<file path="src/rtl/phy_bringup_seq.sv">
module phy_bringup_seq #(
  parameter int          RST_POLLS = 6,
  parameter int          AN_POLLS  = 20,
  parameter int          RST_GAP   = 64,
  parameter int          AN_GAP    = 1024,
  parameter logic [15:0] IMASK_VAL = 16'hFF80,
  parameter logic [15:0] ADV_VAL   = 16'h01E1
) (
  input  logic        clk,
  input  logic        rst_n,
  input  logic        start,
  output logic        req_valid,
  output logic        req_write,
  output logic [4:0]  req_reg,
  output logic [15:0] req_wdata,
  input  logic        req_ack,
  input  logic [15:0] rsp_rdata,
  output logic        busy,
  output logic        done,
  output logic        rst_timeout,
  output logic        neg_timeout
);
  localparam int MAXGAP  = (RST_GAP > AN_GAP) ? RST_GAP : AN_GAP;
  localparam int MAXPOLL = (RST_POLLS > AN_POLLS) ? RST_POLLS : AN_POLLS;
  localparam int GW = $clog2(MAXGAP + 1);
  localparam int PW = $clog2(MAXPOLL + 1);
  localparam logic [4:0]  REG_CTRL  = 5'd0;
  localparam logic [4:0]  REG_STAT  = 5'd1;
  localparam logic [4:0]  REG_ADV   = 5'd4;
  localparam logic [4:0]  REG_IMASK = 5'd18;
  localparam logic [15:0] CTRL_RST   = 16'h8000;
  localparam logic [15:0] CTRL_AN    = 16'h1200;
  localparam logic [15:0] CTRL_FAULT = 16'h3300;

  typedef enum logic [3:0] {
    S_IDLE, S_RWR, S_RRD, S_RWT, S_MWR, S_AWR, S_NWR, S_SRD, S_SWT, S_FWR
  } st_t;

  st_t           st;
  logic [GW-1:0] gap;
  logic [PW-1:0] polls;
  logic [PW-1:0] polls_nx;

  assign busy     = (st != S_IDLE);
  assign polls_nx = polls + 1'b1;

  always_comb begin
    req_valid = 1'b1;
    req_write = 1'b1;
    req_reg   = REG_CTRL;
    req_wdata = 16'h0000;
    unique case (st)
      S_RWR:   req_wdata = CTRL_RST;
      S_RRD:   req_write = 1'b0;
      S_MWR: begin req_reg = REG_IMASK; req_wdata = IMASK_VAL; end
      S_AWR: begin req_reg = REG_ADV;   req_wdata = ADV_VAL;   end
      S_NWR:   req_wdata = CTRL_AN;
      S_FWR:   req_wdata = CTRL_FAULT;
      S_SRD: begin req_write = 1'b0; req_reg = REG_STAT; end
      default: begin req_valid = 1'b0; req_write = 1'b0; end
    endcase
  end

  always_ff @(posedge clk or negedge rst_n) begin
    if (!rst_n) begin
      st <= S_IDLE; gap <= '0; polls <= '0;
      done <= 1'b0; rst_timeout <= 1'b0; neg_timeout <= 1'b0;
    end else begin
      unique case (st)
        S_IDLE: if (start) begin
          done <= 1'b0; rst_timeout <= 1'b0; neg_timeout <= 1'b0;
          polls <= '0; st <= S_RWR;
        end
        S_RWR: if (req_ack) st <= S_RRD;
        S_RRD: if (req_ack) begin
          polls <= polls_nx;
          if (!rsp_rdata[15]) st <= S_MWR;
          else if (polls_nx == PW'(RST_POLLS)) begin rst_timeout <= 1'b1; st <= S_IDLE; end
          else begin gap <= GW'(RST_GAP - 1); st <= S_RWT; end
        end
        S_RWT: if (gap == '0) st <= S_RRD; else gap <= gap - 1'b1;
        S_MWR: if (req_ack) st <= S_AWR;
        S_AWR: if (req_ack) st <= S_NWR;
        S_NWR: if (req_ack) begin polls <= '0; st <= S_SRD; end
        S_SRD: if (req_ack) begin
          polls <= polls_nx;
          if (rsp_rdata[5]) begin done <= 1'b1; st <= S_IDLE; end
          else if (polls_nx == PW'(AN_POLLS)) begin neg_timeout <= 1'b1; st <= S_IDLE; end
          else if (rsp_rdata[4]) st <= S_FWR;
          else begin gap <= GW'(AN_GAP - 1); st <= S_SWT; end
        end
        S_FWR: if (req_ack) begin gap <= GW'(AN_GAP - 1); st <= S_SWT; end
        S_SWT: if (gap == '0) st <= S_SRD; else gap <= gap - 1'b1;
        default: st <= S_IDLE;
      endcase
    end
  end

  AST_REQ_STABLE: assert property (@(posedge clk) disable iff (!rst_n)
    (req_valid && !req_ack) |=> (req_valid && $stable(req_reg) && $stable(req_wdata) && $stable(req_write)))
    else $error("request changed before acknowledge");

  AST_ONE_OUTCOME: assert property (@(posedge clk) disable iff (!rst_n)
    $onehot0({done, rst_timeout, neg_timeout}))
    else $error("more than one outcome flag");

  AST_FLAG_HOLD: assert property (@(posedge clk) disable iff (!rst_n)
    (done && !start) |=> done)
    else $error("done flag dropped");

  AST_RST_TIMEOUT_QUIET: assert property (@(posedge clk) disable iff (!rst_n)
    rst_timeout |-> !req_valid)
    else $error("request after reset timeout");

  AST_RST_POLL_BOUND: assert property (@(posedge clk) disable iff (!rst_n)
    $rose(rst_timeout) |-> (polls == PW'(RST_POLLS)))
    else $error("reset poll count wrong at timeout");

  AST_AN_POLL_BOUND: assert property (@(posedge clk) disable iff (!rst_n)
    $rose(neg_timeout) |-> (polls == PW'(AN_POLLS)))
    else $error("status poll count wrong at timeout");
endmodule

</file>
<file path="config.mk">
export PLATFORM = sky130hd
export DESIGN_NAME = phy_bringup_seq
export DESIGN_NICKNAME = d
export VERILOG_FILES = /design/src/rtl/phy_bringup_seq.sv
export SDC_FILE = /design/constraint.sdc
export NUM_CORES = 1
export LEC_CHECK = 0
export ABC_AREA = 1
export ABC_CLOCK_PERIOD_IN_PS = 2800
export BUFFER_PORTS_ARGS = -buffer_cell sky130_fd_sc_hd__buf_2
export CAP_MARGIN = 20
export CORE_MARGIN = 2
export CORE_UTILIZATION = 50
export DETAILED_ROUTE_END_ITERATION = 16
export PLACE_DENSITY = 0.77
export SLEW_MARGIN = 20
export SYNTH_ARGS = -nofsm -noshare
export SYNTH_HDL_FRONTEND = slang
export SYNTH_SLANG_ARGS = --single-unit
</file>
<file path="constraint.sdc">
create_clock -name clk -period 2.8 [get_ports clk]
set_input_delay 0 -clock clk [delete_from_list [all_inputs] [get_ports clk]]
set_output_delay 0 -clock clk [all_outputs]
set_load 0.005 [all_outputs]
</file>
==> out/summary.txt <==
Final Max Tran Viols: 0
CTS sink cnt: 23
Reg2reg setup slack: 750 ps
Starting Density: 0.523
Fin nets: 311
Via Count: 1652
Fin crit share: 0.732
Worst Path Arrival: 2270 ps
First-pass GRT wire length: 6190 um
Hold slack: 20.2 ps
CTS tree: done
Startpoint types: flop
CP endpoint kind: flop
GR Overflow Total: 0
Clock tree buffer depth: 2
Post-route ant nets: 0
Peak supply drop: 0.472 mV
Area Overhead vs Synth: 8.39%
Final Setup Violations: 0
DRC: 0
Ys Warns: 0
GRT Util Overall: 0.191
Drt pass-1 iters: 4
R2R depth: 9
Most frequent cells in the layout: 81 x nand2_1, 32 x nor2_1, 28 x buf_2, 27 x inv_1, 27 x nand3_1
Most common cell after layout, fill and taps aside: nand2_1
# H-tree levels: 1
# rows: 21
Clock Latency Late Sink: 310 ps
Post-synthesis sequential area ratio: 0.330
Avg Cell Area, Syn: 6.68 um2
CTS buffer count: 3
Reg clk slew, reported paths: 130 ps
Worst reg2reg startpoint: polls[0]$_DFFE_PN0P_
Int Pwr: 0.000939 W
Routed wire length: 3670 um
Status: complete, no violations
Leak: 1.04 nW
Hold-critical path depth: 3
Largest net degree at the start of global routing: 24
Hold WC Path Type: in -> reg
Pwr/cell area: 1000 nW/um2
# diodes: 0
Critical path class: reg -> reg
Setup WS post-layout: 751 ps
Worst hold start: rsp_rdata[5]
Synth Area in Simple Gates: 0.379
Post-route setup TNS: 0 ps
Cell type with the highest aggregate area in the netlist: dfrtp_1
Crit path from: polls[0]$_DFFE_PN0P_
Pre-CTS WS: 772 ps
Worst Tran Pin Value: 515 ps
Main combinational cell family by area after synthesis: simple AND/OR/NAND/NOR gates
Adder-cell area share of the yosys netlist: 0.0359
Area of the core: 3340 um2
Clock power frac: 0.084
Hold Fails Final Rpt: 0
Vias per cell: 4.99
Switching Share: 0.505
Die W: 63.1 um
Cts repair resizes: 0
Vias in the first global route: 1450
Largest cells by area after synthesis: dfrtp_1 33%, nand2_1 17%, nand3_1 7.7%
CTS root buffer: clkbuf_4
Combinational share of power: 0.605
Portion of netlist area occupied by mux cells: 0
Post-DP HPWL: 2710 um
Min Tclk post-route: 2050 ps
Iteration-0 DRC count of the detailed router: 74
Flops & latches, synth: 23
Final GP Congestion: 0.951
Sequential share of power: 0.312
# fillers: 358
RR Endpoint: gap[5]$_DFFE_PN0P_
Rel. slew slack: 0.657
RSZ-0062 raised after global routing: false
Cells after synthesis: 261
Fmax achieved: 488 MHz
Post-Synth XOR/XNOR Area: 0.0352
Hold Path End: done$_DFFE_PN0P_
Num ports: 47
Critical Path RT: 3020 ps
Synth Area in Compound Gates: 0.0897
Wire per inst: 11.1 um
Max Cap Violations: 0
Psw: 0.000957 W
Critical Path Fanout Max: 12
Share of layout cells above drive strength 1: 0.154
Netlist cell types: 28
Setup Skew: 3.94 ps
Area fraction of the dominant cell type after synthesis: 0.330
Die Height: 63.1 um
Mapped Area: 1740 um2
Die area: 3980 um2
Initial antenna violation count: 0
I/O Buffers: 28
[kinds of logic (layout without fill, tap and decap cells)]
logic type / after synthesis / count (layout)
flip-flops: 23 / 23
AO/OA/AOI/OAI: 26 / 26
XOR/XNOR: 7 / 7
other: 1 / 5
buffers and inverters: 43 / 63
AND/OR/NAND/NOR: 156 / 156
adder cells (fa/ha/maj): 5 / 5
[Yosys cell counts]
master,n
nor3_1,2
nand2_2,2
buf_2,1
o21ai_4,1
nand2_4,1
xor2_1,5
o31ai_1,1
nor2_1,32
a21boi_0,1
ha_1,5
xnor2_1,2
buf_6,2
o21ai_1,1
or2_2,2
a21oi_1,1
conb_1,1
inv_1,27
dfrtp_1,23
nand3_1,27
nand2_1,81
nor2_2,3
o21ai_0,16
a211oi_1,1
o21ai_2,1
buf_4,12
o22ai_1,3
inv_2,1
nand4_1,6
[how the worst max path moves through the flow]
| stage | slack, ps | depth (start not counted) | to |
|---|---|---|---|
| 2_1_floorplan | 1220 | 9 | gap[10]$_DFFE_PN0P_ |
| 5_1_grt | 570 | 9 | gap[9]$_DFFE_PN0P_ |
| 3_5_place_dp | 770 | 9 | gap[5]$_DFFE_PN0P_ |
| 4_1_cts | 750 | 9 | gap[5]$_DFFE_PN0P_ |
| 6_report | 750 | 9 | gap[5]$_DFFE_PN0P_ |
| 3_3_place_gp | 790 | 9 | gap[4]$_DFFE_PN0P_ |
[routing by layer]
layer | up-vias | track usage | wire, um
li1 | 864 | - | -
met1 | 746 | 0.261 | 1850
met2 | 37 | 0.322 | 1650
met3 | 5 | 0.0214 | 131
met4 | 0 | 0.0500 | 34
met5 | - | 0 | 0
[power groups by stage]
stage / Combinational (W) / Clock (W) / Sequential (W)
6_report: 0.00115 / 0.000158 / 0.000591
5_1_grt: 0.00131 / 0.000177 / 0.000612
3_5_place_dp: 0.00114 / 0 / 0.000591
4_1_cts: 0.00115 / 0.000164 / 0.000587
3_3_place_gp: 0.00112 / 0 / 0.000591
2_1_floorplan: 0.000905 / 0 / 0.000567
[repair_timing]
item | in CTS | in global routing
hold buffers | 1 | 0
buffers inserted | 0 | 0
endpoints found under the hold margin | 23 | 0
[stage by stage]
stage | power [W] | cell area, um2 | utilization | instances
2_1_floorplan | 0.00147 | 1760 | - | 265
3_3_place_gp | 0.00172 | 1850 | 0.556 | 326
3_5_place_dp | 0.00173 | 1850 | 0.556 | 326
4_1_cts | 0.00190 | 1890 | 0.567 | 331
5_1_grt | 0.00210 | 1890 | 0.567 | 331
6_report | 0.00190 | 1890 | 0.567 | 331
[registers in the layout, indices dropped and copies added, names as in the netlist]
register,cells
done,1
st,4
neg_timeout,1
polls,5
gap,11
rst_timeout,1
[critical path, stage by stage (launching register included)]
cell and delay (ps):
dfrtp_1 480, ha_1 270, xnor2_1 230, nor2_1 90, nand2_1 100, nand2_1 50, nand2_1 330, nand2_2 240
nand2_1 110, nand2_1 50
[final cells by class]
type,count,area [um2],share of cell area
inverter,28,105,0.0556
clock buffer,4,26.3,0.0139
sequential,23,576,0.304
tap,46,57.6,0.0304
multi-input combinational,199,961,0.508
timing repair buffer,31,165,0.0874
(Power assumes the default switching activity.)
